`config.mk`:
```
export PLATFORM = sky130hd
export DESIGN_NAME = spi_master_core
export DESIGN_NICKNAME = d
export VERILOG_FILES = /design/src/rtl/spim_pkg.sv /design/src/rtl/spim_fifo.sv /design/src/rtl/spim_shifter.sv /design/src/rtl/spi_master_core.sv
export SDC_FILE = /design/constraint.sdc
export NUM_CORES = 1
export LEC_CHECK = 0
export BUFFER_PORTS_ARGS = -buffer_cell sky130_fd_sc_hd__buf_2
export CAP_MARGIN = 20
export CORE_ASPECT_RATIO = 0.5
export CORE_MARGIN = 4
export CORE_UTILIZATION = 40
export DETAILED_ROUTE_END_ITERATION = 10
export SYNTH_ARGS = -nofsm -noshare
export SYNTH_HDL_FRONTEND = slang
export SYNTH_HIERARCHICAL = 1
export SYNTH_SLANG_ARGS = --single-unit
```
`constraint.sdc`:
```
create_clock -name clk -period 3.05 [get_ports clk]
set_input_delay 0.1525 -clock clk [delete_from_list [all_inputs] [get_ports clk]]
set_output_delay 0.1525 -clock clk [all_outputs]
set_load 0.1 [all_outputs]
```
`src/rtl/spim_pkg.sv`:
```
package spim_pkg;

  localparam int WORD_W = 32;
  localparam int EV_W   = 6;

  localparam logic [2:0] A_MODE  = 3'd0;
  localparam logic [2:0] A_EVENT = 3'd1;
  localparam logic [2:0] A_MASK  = 3'd2;
  localparam logic [2:0] A_CMD   = 3'd3;
  localparam logic [2:0] A_TXD   = 3'd4;
  localparam logic [2:0] A_RXD   = 3'd5;
  localparam logic [2:0] A_SSEL  = 3'd6;

  typedef struct packed {
    logic [3:0] len_m1;
    logic       wide;
    logic       loop;
    logic       msb;
    logic       cpha;
    logic       cpol;
    logic       en;
  } cfg_t;

  function automatic cfg_t cfg_from_word(input logic [WORD_W-1:0] w);
    cfg_t c;
    c.en     = w[0];
    c.cpol   = w[1];
    c.cpha   = w[2];
    c.msb    = w[3];
    c.loop   = w[4];
    c.wide   = w[5];
    c.len_m1 = w[11:8];
    return c;
  endfunction

  function automatic logic [WORD_W-1:0] cfg_to_word(input cfg_t c);
    logic [WORD_W-1:0] w;
    w        = '0;
    w[0]     = c.en;
    w[1]     = c.cpol;
    w[2]     = c.cpha;
    w[3]     = c.msb;
    w[4]     = c.loop;
    w[5]     = c.wide;
    w[11:8]  = c.len_m1;
    return w;
  endfunction

endpackage

```
`src/rtl/spim_fifo.sv`:
```
module spim_fifo #(
  parameter int WIDTH = 32,
  parameter int DEPTH = 4,
  localparam int AW = (DEPTH > 1) ? $clog2(DEPTH) : 1,
  localparam int LW = $clog2(DEPTH + 1)
) (
  input  logic             clk,
  input  logic             rst,
  input  logic             push,
  input  logic [WIDTH-1:0] din,
  input  logic             pop,
  output logic [WIDTH-1:0] dout,
  output logic             full,
  output logic             empty,
  output logic [LW-1:0]    level
);

  logic [WIDTH-1:0] mem [DEPTH];
  logic [AW-1:0]    wr_ptr, rd_ptr;
  logic [LW-1:0]    cnt;
  logic             do_push, do_pop;

  assign do_push = push && !full;
  assign do_pop  = pop && !empty;

  always_ff @(posedge clk) begin
    if (do_push) mem[wr_ptr] <= din;
  end

  always_ff @(posedge clk) begin
    if (rst) begin
      wr_ptr <= '0;
      rd_ptr <= '0;
      cnt    <= '0;
    end else begin
      if (do_push) wr_ptr <= (wr_ptr == AW'(DEPTH - 1)) ? '0 : wr_ptr + AW'(1);
      if (do_pop)  rd_ptr <= (rd_ptr == AW'(DEPTH - 1)) ? '0 : rd_ptr + AW'(1);
      case ({do_push, do_pop})
        2'b10:   cnt <= cnt + LW'(1);
        2'b01:   cnt <= cnt - LW'(1);
        default: cnt <= cnt;
      endcase
    end
  end

  assign dout  = mem[rd_ptr];
  assign full  = (cnt == LW'(DEPTH));
  assign empty = (cnt == '0);
  assign level = cnt;


  push_full_chk: assert property (@(posedge clk) disable iff (rst) !(push && full));

  pop_empty_chk: assert property (@(posedge clk) disable iff (rst) !(pop && empty));

  fill_step_chk: assert property (@(posedge clk) disable iff (rst)
    (push && !pop && !full) |=> (level == $past(level) + LW'(1)));

endmodule

```
`src/rtl/spim_shifter.sv`:
```
module spim_shifter #(
  parameter int WORD_W = 32,
  localparam int NBW = $clog2(WORD_W) + 1,
  localparam int EW  = NBW + 1
) (
  input  logic              clk,
  input  logic              rst,
  input  logic              tick,
  input  logic              start,
  input  logic [WORD_W-1:0] tx_word,
  input  logic [NBW-1:0]    nbits,
  input  logic              cpol,
  input  logic              cpha,
  input  logic              msb,
  input  logic              loop,
  input  logic              miso,
  output logic              busy,
  output logic              done,
  output logic [WORD_W-1:0] rx_raw,
  output logic              sck,
  output logic              mosi
);

  logic [WORD_W-1:0] tx_sh, rx_sh;
  logic [EW-1:0]     edge_q, last_edge;
  logic [NBW-1:0]    n_q;
  logic              sck_q, mosi_q, miso_i;
  logic              sample_now, shift_now;

  assign last_edge  = {n_q, 1'b0} - EW'(1);
  assign miso_i     = loop ? mosi_q : miso;
  assign sample_now = cpha ? edge_q[0] : !edge_q[0];
  assign shift_now  = cpha ? (!edge_q[0] && edge_q != '0)
                           : (edge_q[0] && edge_q != last_edge);

  always_ff @(posedge clk) begin
    if (rst) begin
      busy   <= 1'b0;
      done   <= 1'b0;
      edge_q <= '0;
      n_q    <= '0;
      sck_q  <= 1'b0;
      mosi_q <= 1'b0;
      tx_sh  <= '0;
      rx_sh  <= '0;
    end else begin
      done <= 1'b0;
      if (!busy) begin
        sck_q <= cpol;
        if (start) begin
          busy   <= 1'b1;
          edge_q <= '0;
          n_q    <= nbits;
          rx_sh  <= '0;
          mosi_q <= msb ? tx_word[WORD_W-1] : tx_word[0];
          tx_sh  <= msb ? (tx_word << 1) : (tx_word >> 1);
        end
      end else if (tick) begin
        edge_q <= edge_q + EW'(1);
        sck_q  <= !sck_q;
        if (sample_now)
          rx_sh <= msb ? {rx_sh[WORD_W-2:0], miso_i} : {miso_i, rx_sh[WORD_W-1:1]};
        if (shift_now) begin
          mosi_q <= msb ? tx_sh[WORD_W-1] : tx_sh[0];
          tx_sh  <= msb ? (tx_sh << 1) : (tx_sh >> 1);
        end
        if (edge_q == last_edge) begin
          busy <= 1'b0;
          done <= 1'b1;
        end
      end
    end
  end

  assign rx_raw = rx_sh;
  assign sck    = sck_q;
  assign mosi   = mosi_q;


  sck_hold_chk: assert property (@(posedge clk) disable iff (rst)
    (busy && !tick) |=> $stable(sck));

  idle_level_chk: assert property (@(posedge clk) disable iff (rst)
    (!busy && !start) |=> (sck == $past(cpol)));

endmodule

```
`src/rtl/spi_master_core.sv`:
```
module spi_master_core #(
  parameter int FIFO_DEPTH = 4,
  parameter int SS_COUNT   = 4
) (
  input  logic                clk,
  input  logic                rst,
  input  logic                bus_en,
  input  logic                bus_we,
  input  logic [2:0]          bus_addr,
  input  logic [31:0]         bus_wdata,
  output logic [31:0]         bus_rdata,
  input  logic                sck_tick,
  input  logic                ext_sel_n,
  input  logic                miso,
  output logic                sck,
  output logic                mosi,
  output logic [SS_COUNT-1:0] ss_n,
  output logic                irq
);
  import spim_pkg::*;

  localparam int NBW  = $clog2(WORD_W) + 1;
  localparam int HALF = WORD_W / 2;
  localparam int LW   = $clog2(FIFO_DEPTH + 1);

  cfg_t                cfg_q;
  logic [EV_W-1:0]     mask_q, ev_vec;
  logic                ev_ovr, ev_und, ev_mme, ev_lst, last_arm;
  logic [SS_COUNT-1:0] ss_q;
  logic [WORD_W-1:0]   rdata_q, rd_val, rx_word, rx_raw, tx_dout, rx_dout;
  logic                irq_q;
  logic                wr, rd, tx_push, rx_push, rx_pop, start;
  logic                tx_full, tx_empty, rx_full, rx_empty;
  logic [LW-1:0]       tx_level, rx_level;
  logic                eng_busy, eng_done;
  logic [NBW-1:0]      nbits;

  assign wr      = bus_en && bus_we;
  assign rd      = bus_en && !bus_we;
  assign tx_push = wr && bus_addr == A_TXD && cfg_q.en && !tx_full;
  assign start   = cfg_q.en && !eng_busy && !tx_empty;
  assign rx_push = eng_done && !rx_full;
  assign rx_pop  = rd && bus_addr == A_RXD && !rx_empty;

  always_comb begin
    if (cfg_q.wide)             nbits = NBW'(WORD_W);
    else if (cfg_q.len_m1 < 4'd3) nbits = NBW'(4);
    else                        nbits = NBW'(cfg_q.len_m1) + NBW'(1);
  end

  always_comb begin
    if (cfg_q.wide)     rx_word = rx_raw;
    else if (cfg_q.msb) rx_word = rx_raw << HALF;
    else                rx_word = rx_raw >> HALF;
  end

  spim_fifo #(.WIDTH(WORD_W), .DEPTH(FIFO_DEPTH)) u_txq (
    .clk(clk), .rst(rst), .push(tx_push), .din(bus_wdata), .pop(start),
    .dout(tx_dout), .full(tx_full), .empty(tx_empty), .level(tx_level));

  spim_fifo #(.WIDTH(WORD_W), .DEPTH(FIFO_DEPTH)) u_rxq (
    .clk(clk), .rst(rst), .push(rx_push), .din(rx_word), .pop(rx_pop),
    .dout(rx_dout), .full(rx_full), .empty(rx_empty), .level(rx_level));

  spim_shifter #(.WORD_W(WORD_W)) u_shift (
    .clk(clk), .rst(rst), .tick(sck_tick), .start(start), .tx_word(tx_dout),
    .nbits(nbits), .cpol(cfg_q.cpol), .cpha(cfg_q.cpha), .msb(cfg_q.msb),
    .loop(cfg_q.loop), .miso(miso), .busy(eng_busy), .done(eng_done),
    .rx_raw(rx_raw), .sck(sck), .mosi(mosi));

  assign ev_vec = {ev_lst, ev_mme, ev_und, ev_ovr, !rx_empty, !tx_full};

  always_comb begin
    case (bus_addr)
      A_MODE:  rd_val = cfg_to_word(cfg_q);
      A_EVENT: rd_val = WORD_W'(ev_vec);
      A_MASK:  rd_val = WORD_W'(mask_q);
      A_RXD:   rd_val = rx_empty ? '0 : rx_dout;
      A_SSEL:  rd_val = WORD_W'(ss_q);
      default: rd_val = '0;
    endcase
  end

  always_ff @(posedge clk) begin
    if (rst) begin
      cfg_q    <= '0;
      mask_q   <= '0;
      ev_ovr   <= 1'b0;
      ev_und   <= 1'b0;
      ev_mme   <= 1'b0;
      ev_lst   <= 1'b0;
      last_arm <= 1'b0;
      ss_q     <= '1;
      rdata_q  <= '0;
      irq_q    <= 1'b0;
    end else begin
      irq_q   <= |(ev_vec & mask_q);
      rdata_q <= rd ? rd_val : '0;
      if (wr) begin
        case (bus_addr)
          A_MODE: begin
            if (cfg_q.en) cfg_q.en <= bus_wdata[0];
            else          cfg_q    <= cfg_from_word(bus_wdata);
          end
          A_EVENT: begin
            if (bus_wdata[2]) ev_ovr <= 1'b0;
            if (bus_wdata[3]) ev_und <= 1'b0;
            if (bus_wdata[4]) ev_mme <= 1'b0;
            if (bus_wdata[5]) ev_lst <= 1'b0;
          end
          A_MASK:  mask_q <= bus_wdata[EV_W-1:0];
          A_CMD:   if (bus_wdata[0]) last_arm <= 1'b1;
          A_SSEL:  ss_q <= bus_wdata[SS_COUNT-1:0];
          default: ;
        endcase
      end
      if (rd && bus_addr == A_RXD && rx_empty) ev_und <= 1'b1;
      if (eng_done && rx_full) ev_ovr <= 1'b1;
      if (eng_done && tx_empty && last_arm) begin
        ev_lst   <= 1'b1;
        last_arm <= 1'b0;
      end
      if (cfg_q.en && !ext_sel_n) begin
        ev_mme   <= 1'b1;
        cfg_q.en <= 1'b0;
      end
    end
  end

  assign bus_rdata = rdata_q;
  assign ss_n      = ss_q;
  assign irq       = irq_q;


  mode_lock_chk: assert property (@(posedge clk) disable iff (rst)
    cfg_q.en |=> $stable(cfg_q[9:1]));

  drop_tx_chk: assert property (@(posedge clk) disable iff (rst)
    (wr && bus_addr == A_TXD && !cfg_q.en) |=> $stable(tx_level));

  overrun_flag_chk: assert property (@(posedge clk) disable iff (rst)
    (eng_done && rx_full) |=> (ev_ovr && $stable(rx_level)));

  under_flag_chk: assert property (@(posedge clk) disable iff (rst)
    (rd && bus_addr == A_RXD && rx_empty) |=> ev_und);

  ss_hold_chk: assert property (@(posedge clk) disable iff (rst)
    !(wr && bus_addr == A_SSEL) |=> $stable(ss_n));

  mm_stop_chk: assert property (@(posedge clk) disable iff (rst)
    (cfg_q.en && !ext_sel_n) |=> (!cfg_q.en && ev_mme));

endmodule

```
==> results of run 1 <==
[worst min-delay path by stage]
stage                  start          endpoint  slack [ns]  cells after the start
3_5_place_dp   bus_wdata[12]  u_txq/mem[0][12]        0.37                      1
6_report         bus_addr[1]      bus_rdata[1]        0.07                      3
5_1_grt          bus_addr[1]      bus_rdata[1]        0.08                      3
3_3_place_gp   bus_wdata[30]  u_txq/mem[3][30]        0.36                      1
2_1_floorplan   bus_wdata[0]   u_txq/mem[0][0]        0.25                      0
4_1_cts          bus_addr[1]      bus_rdata[1]        0.03                      3
[area by class of cell]
type                            count  area (µm²)  share of cell area, %
Inverter                           33         124                  0.615
Timing Repair Buffer              145        1100                   5.46
Tap cell                          577         722                   3.58
Clock inverter                     14         176                  0.875
Multi-Input combinational cell    674        6080                   30.1
Sequential cell                   413       10800                   53.8
Clock buffer                       55        1120                   5.54
[critical path: stages (launching register included)]
cell and delay (ns):
dfxtp_1 0.36, or3b_1 0.38, inv_1 0.08, inv_1 0.05, and4_1 0.25, and2_4 0.17
inv_1 0.05, ha_1 0.19, inv_1 0.08, fa_1 0.46, xor2_1 0.17, or3_2 0.41
a21oi_1 0.15
[cell usage in the layout (no fill, tap or decap), types with 3 or more instances in the layout]
| master | netlist | layout |
|---|---|---|
| edfxtp_1 | 256 | 256 |
| dfxtp_1 | 157 | 152 |
| nor2_1 | 118 | 118 |
| mux4_2 | 91 | 91 |
| mux2i_1 | 88 | 88 |
| buf_2 | 10 | 79 |
| nand2b_1 | 65 | 65 |
| clkbuf_16 | 0 | 39 |
| a31oi_1 | 36 | 36 |
| dlygate4sd3_1 | 0 | 34 |
| inv_1 | 33 | 33 |
| a22o_1 | 32 | 32 |
| and3_1 | 27 | 27 |
| a21oi_1 | 27 | 27 |
| nand2_1 | 23 | 23 |
| buf_4 | 7 | 22 |
| ha_1 | 16 | 16 |
| nor3_1 | 14 | 14 |
| nand3_1 | 13 | 12 |
| nor2b_1 | 10 | 10 |
| a22oi_1 | 10 | 10 |
| buf_12 | 0 | 10 |
| a211o_1 | 8 | 8 |
| clkbuf_8 | 0 | 8 |
| clkbuf_1 | 47 | 8 |
| xor2_1 | 7 | 7 |
| a211oi_1 | 6 | 6 |
| and3_2 | 6 | 6 |
| xnor2_1 | 6 | 6 |
| or3_1 | 5 | 5 |
| o21ai_0 | 5 | 5 |
| bufinv_16 | 0 | 4 |
| dfxtp_2 | 0 | 4 |
| nor3b_2 | 0 | 3 |
| nor4_1 | 3 | 3 |
| o22a_1 | 3 | 3 |
| clkinv_2 | 0 | 3 |
| clkinv_1 | 0 | 3 |
| nand4_1 | 3 | 3 |
[power by group through the flow]
| stage | Clock (mW) | Sequential (mW) | Combinational (mW) |
|---|---|---|---|
| final | 4.94 | 5.90 | 0.234 |
| after floorplan | 0 | 6.03 | 0.102 |
| after global routing | 5.31 | 5.90 | 0.253 |
| after detailed placement | 0 | 6.02 | 0.199 |
| after global placement | 0 | 6.02 | 0.193 |
| after CTS | 5.09 | 5.90 | 0.236 |
[cells by family after synthesis]
kind of cell	Yosys count
muxes	181
xor gates and xnor gates	13
buffers and inverters	115
AOI/OAI and AO/OA	148
and+or+nand+nor	314
DFF	413
adders and majority gates	18
[per-layer routing]
metal | GRT usage, % | up-vias
met5 | 0 | -
met4 | 4.09 | 0
met3 | 2.81 | 54
met2 | 27.3 | 215
met1 | 21.4 | 5239
li1 | - | 4780
[repair_timing]
item / 4_1_cts / 5_1_grt
setup endpoints to repair: 0 / 1
gates resized for setup: 0 / 2
hold endpoints to repair: 141 / 0
hold buffers: 34 / 0
[flip-flops by register name, summed over array words and instances (netlist names), 3 cells and up, named ones only]
signal          flops
u_shift/tx_sh      32
u_shift/edge_q      7
mask_q              6
bus_rdata          32
u_shift/rx_raw     32
u_shift/n_q         6
ss_n                4
u_rxq/level         3
u_txq/level         3
u_rxq/mem         128
cfg_q              10
u_txq/mem         128
[through the flow]
stage          std cells  hold slack (ns)  instance area (µm²)  setup WS (ns)
5_1_grt             1911           0.0829                20200       0.000758
6_report            1911           0.0692                20200          0.169
3_3_place_gp        1808            0.361                18500          0.296
2_1_floorplan       1202            0.251                17400          0.322
3_5_place_dp        1808            0.371                18500          0.179
4_1_cts             1911           0.0327                20100          0.143
==> impl_metrics.json, run 1 <==
{
  "grt_max_degree": 90,
  "fin_nets": 1365,
  "clk_pin_slew_worst_paths_ns": 0.06,
  "p_per_area_nw_per_um2": 549,
  "rsz0062_at_grt": "no",
  "seqPwrFrac_pct": 53.3,
  "clock-sinks": 413,
  "grt_pass1_wl_mm": 59.6,
  "io_pins": 81,
  "synth_edf_count": 256,
  "dp_hpwl_mm": 23.8,
  "rows": 53,
  "cts-root-buf": "clkbuf_16",
  "r2r-end": "u_txq/level[2]",
  "overflow": 0,
  "power.leakage_nw": 7.01,
  "syn-cell-area_um2": 17400,
  "internal_power_mw": 8.88,
  "power.total_mw": 11.1,
  "met2RoutedLength_mm": 18.5,
  "end_kind": "register",
  "synth.mux.area_fraction_pct": 17.0,
  "layout-drive-gt1-share_pct": 22.0,
  "synth_commonest_cells": "edfxtp_1, dfxtp_1, nor2_1, mux4_2, mux2i_1",
  "synthTopCellsByArea": "edfxtp_1, dfxtp_1, mux4_2",
  "m1WireLength_mm": 16.6,
  "die_height_um": 156,
  "yosysTopAreaCellShare_pct": 44.1,
  "die_x_um": 303,
  "netlist_instances": 1202,
  "synth-xor-area-share_pct": 0.654,
  "cp-start-kind": "register",
  "drt_wl_total_mm": 37.5,
  "num_vias": 10300,
  "p_comb_share_pct": 2.1,
  "drtAntennaViolNets": 0,
  "netlist.top_cell.by_area": "edfxtp_1",
  "fin_crit_ns": 2.88,
  "ys_types": 66,
  "status": "completed",
  "clockPowerShare_pct": 44.6,
  "setup_tns_ns": 0,
  "crit_path_end": "u_txq/level[2]",
  "highest_layer": "met4",
  "synth_seq_cells": 413,
  "synth.most_common_cell": "edfxtp_1",
  "regToRegSetupSlack_ns": 0.17,
  "fmax_mhz": 347,
  "clockBufferDepth": 3,
  "r2r.worst_path.cells": 12,
  "synth_adder_area_share_pct": 1.38,
  "required_ns": 3.50,
  "drv_cap": 0,
  "finClkSkew_ns": 0.0258,
  "cts_buffers": 38,
  "gp_congestion": 0.827,
  "post_drt_wl_per_cell_um": 19.6,
  "finalSetupViolCount": 0,
  "yosysSeqAreaShare_pct": 62.2,
  "core_um2": 42500,
  "peakVddDrop_mv": 0.330,
  "final_core_util_pct": 47.4,
  "ys.warnings.count": 6,
  "antenna_found_initial": 0,
  "ys.flop_type": "edfxtp_1",
  "fin_crit_sh_pct": 94.5,
  "slew-limit-headroom_pct": 45.9,
  "clock_latency_ns": 0.54,
  "p_switching_mw": 2.19,
  "drtIter0Drc": 736,
  "critPathMaxFanout": 8,
  "htreeDepth": 2,
  "synth_compound_gate_area_share_pct": 6.23,
  "syn-num-nets": 1262,
  "worst_pin_slew_ns": 0.811,
  "n_antenna_cell": 0,
  "async_flop_share_pct": 0,
  "final-max-slew-violation-count": 0,
  "crit_type": "register to register",
  "crit_path_start": "u_txq/level[0]",
  "die_area_um2": 47200,
  "syn_to_final_growth_pct": 15.7,
  "synth_top_family_by_area": "multiplexers",
  "drcViolationCount": 0,
  "vias_per_cell": 5.38,
  "arrival_ns": 3.33,
  "wl_met3_mm": 1.64,
  "synth_simple_gate_area_share_pct": 9.53,
  "drt_first_pass_iters": 6,
  "tritoncts": "yes",
  "hold_path_class": "input port to register",
  "port_buffers": 80,
  "r2r-start": "u_txq/level[0]",
  "start_util_pct": 41.0,
  "grt_pass1_vias": 10600,
  "postCtsSetupBuffers": 0,
  "fillCellCount": 3658,
  "hold_violations": 0,
  "grt_usage_pct": 16.0,
  "avgSynthCellArea_um2": 14.5,
  "sw_frac_of_total_pct": 19.8
}
Note: power is estimated with default switching activity, not from simulation.
==> run 2: changes to the inputs <==
--- a/config.mk
+++ b/config.mk
@@ -11,6 +11,7 @@
 export CORE_MARGIN = 4
 export CORE_UTILIZATION = 40
 export DETAILED_ROUTE_END_ITERATION = 10
+export GPL_TIMING_DRIVEN = 0
 export SYNTH_ARGS = -nofsm -noshare
 export SYNTH_HDL_FRONTEND = slang
 export SYNTH_HIERARCHICAL = 1
==> run 2 against run 1 <==
Against the previous run: via count rose by 3.0%; core utilization shrank 0.059 points; combinational power increased by 4%; total power fell by 2.5%; clock power shrank 5.9%; critical path type unchanged; largest power group unchanged; highest routed layer unchanged.
==> impl_metrics.json, run 2 (same netlist as run 1, synthesis figures left out) <==
{
  "status": "completed",
  "dpl_cell_area_um2": 18500,
  "critPathBufInv": 5,
  "timing.critical_path.mode_cell": "inv_1",
  "cp_cell_sequence": "or3b_1 -> buf_6 -> inv_1 -> inv_1 -> and4_4 -> and2_4 -> inv_1 -> ha_1 -> inv_1 -> fa_1 -> xor2_1 -> or3_2 -> a21oi_1",
  "num_vias": 10600,
  "die_height_um": 156,
  "internal_power_mw": 8.56,
  "clock_latency_ns": 0.53,
  "reg.largest.list": "u_rxq/mem (128), u_txq/mem (128)",
  "fin_nets": 1417,
  "arrival_ns": 3.38,
  "drtIter0Drc": 751,
  "regToRegSetupSlack_ns": 0.13,
  "start_util_pct": 41.0,
  "syn_to_final_growth_pct": 15.5,
  "clock-sinks": 413,
  "min_path_cells": 3,
  "highest_layer": "met4",
  "overflow": 0,
  "p_switching_mw": 2.24,
  "setup_tns_ns": 0,
  "finish.instance_area_um2": 20100,
  "grt_pass1_vias": 10800,
  "slowest_delay_ns": 0.43,
  "tritoncts": "yes",
  "met2RoutedLength_mm": 19.2,
  "final-max-slew-violation-count": 0,
  "fillCellCount": 3678,
  "layout_commonest_cell": "edfxtp_1",
  "finalSetupViolCount": 0,
  "cpMaxStageDelayCell": "fa_1",
  "end_kind": "register",
  "die_x_um": 303,
  "fmax_mhz": 343,
  "r2r-end": "u_txq/level[2]",
  "gp_congestion": 0.886,
  "cts-root-buf": "clkbuf_16",
  "fin_crit_ns": 2.92,
  "critPathMaxFanout": 9,
  "required_ns": 3.51,
  "drt_first_pass_iters": 5,
  "fin_cells": 1964,
  "htreeDepth": 2,
  "cp_top_family": "simple AND/OR/NAND/NOR gates",
  "vias_per_cell": 5.40,
  "p_per_area_nw_per_um2": 536,
  "clockPowerShare_pct": 43.1,
  "multiInputGateArea_um2": 6060,
  "drt_wl_total_mm": 39.6,
  "rsz0062_at_grt": "no",
  "wl_met3_mm": 1.88,
  "dp_hpwl_mm": 26.6,
  "hp-start": "rst",
  "hold_path_class": "input port to register",
  "power.total_mw": 10.8,
  "antenna_found_initial": 0,
  "grt_usage_pct": 16.9,
  "seqPwrFrac_pct": 54.6,
  "crit_type": "register to register",
  "m1WireLength_mm": 17.6,
  "slew-limit-headroom_pct": 31.5,
  "grt_pass1_wl_mm": 62.4,
  "layout-drive-gt1-share_pct": 20.7,
  "core_um2": 42500,
  "sw_frac_of_total_pct": 20.7,
  "port_buffers": 78,
  "clk_pin_slew_worst_paths_ns": 0.07,
  "finClkSkew_ns": 0.0136,
  "mostFrequentLayoutCells": "edfxtp_1, dfxtp_1, nor2_1",
  "grt_max_degree": 33,
  "post_drt_wl_per_cell_um": 20.2,
  "io_pins": 81,
  "p_comb_share_pct": 2.3,
  "power.leakage_nw": 6.99,
  "hold_end": "last_arm",
  "peakVddDrop_mv": 0.327,
  "n_antenna_cell": 0,
  "drv_cap": 0,
  "seq_area_um2": 10800,
  "rows": 53,
  "drcViolationCount": 0,
  "hold_violations": 0,
  "r2r-start": "u_txq/level[1]",
  "drtAntennaViolNets": 0,
  "fin_crit_sh_pct": 95.6,
  "cp-start-kind": "register",
  "worst_pin_slew_ns": 1.03,
  "cts_buffers": 38,
  "clockBufferDepth": 3,
  "r2r.worst_path.cells": 13,
  "dp.cells": 1858,
  "die_area_um2": 47200
}
-- run 2: cell count changes in the layout (fill, tap and decap cells not counted), sizes merged --
cell and delta:
clkbuf +45, dlygate4sd3 +1, clkinvlp +1, inv +2, clkinv +6, bufinv -3, buf +1
-- run 2: stage by stage --
stage | worst slack (ns) | utilization (%) | hold slack [ns]
global placement | 0.0479 | 43.6 | 0.362
CTS | 0.0133 | 47.3 | 0.0275
detailed placement | 0.0390 | 43.6 | 0.370
finish | 0.134 | 47.4 | 0.0628
global route | 0.00520 | 47.4 | 0.0692
floorplan | 0.322 | - | 0.251
-- run 2: final cells by class --
class | instances | share of cell area [%]
inverter | 33 | 0.615
clock buffer | 50 | 5.25
sequential | 413 | 53.8
tap | 577 | 3.59
buffer | 82 | 2.06
timing repair buffer | 115 | 3.75
multi-input combinational | 674 | 30.1
clock inverter | 20 | 0.796
-- run 2: power by group through the flow --
stage	Sequential, mW	Combinational [mW]	Clock [mW]
2_1_floorplan	6.03	0.102	0
3_3_place_gp	6.02	0.197	0
3_5_place_dp	6.02	0.205	0
4_1_cts	5.90	0.244	4.78
5_1_grt	5.89	0.265	5.03
6_report	5.90	0.243	4.65
-- run 2: what timing repair did --
item / in CTS / in global routing
endpoints found under the setup margin: 0 / 10
setup buffers: 0 / 1
resized for setup: 0 / 8
hold buffers: 35 / 0
hold endpoints to repair: 153 / 0
-- run 2: how the worst max path moves through the flow --
stage	from	end	slack, ns	cells past startpoint
CTS	u_rxq/level[0]	u_rxq/level[2]	0.01	13
floorplan	u_txq/level[2]	u_txq/level[2]	0.32	13
global route	cfg_q[3]	u_shift/rx_raw[1]	0.005	7
global placement	u_rxq/level[0]	u_rxq/mem[1][22]	0.05	5
finish	u_txq/level[1]	u_txq/level[2]	0.13	13
detailed placement	bus_addr[2]	u_rxq/level[2]	0.04	13
-- run 2: worst min-delay path: stages --
cell,delay (ns)
clkbuf_1,0.19
inv_1,0.09
o211a_1,0.13
-- run 2: routing by layer --
metal | GRT usage, % | vias up
met5 | 0 | -
met4 | 4.09 | 0
met3 | 3.36 | 58
met2 | 28.3 | 256
met1 | 23.0 | 5400
li1 | - | 4884
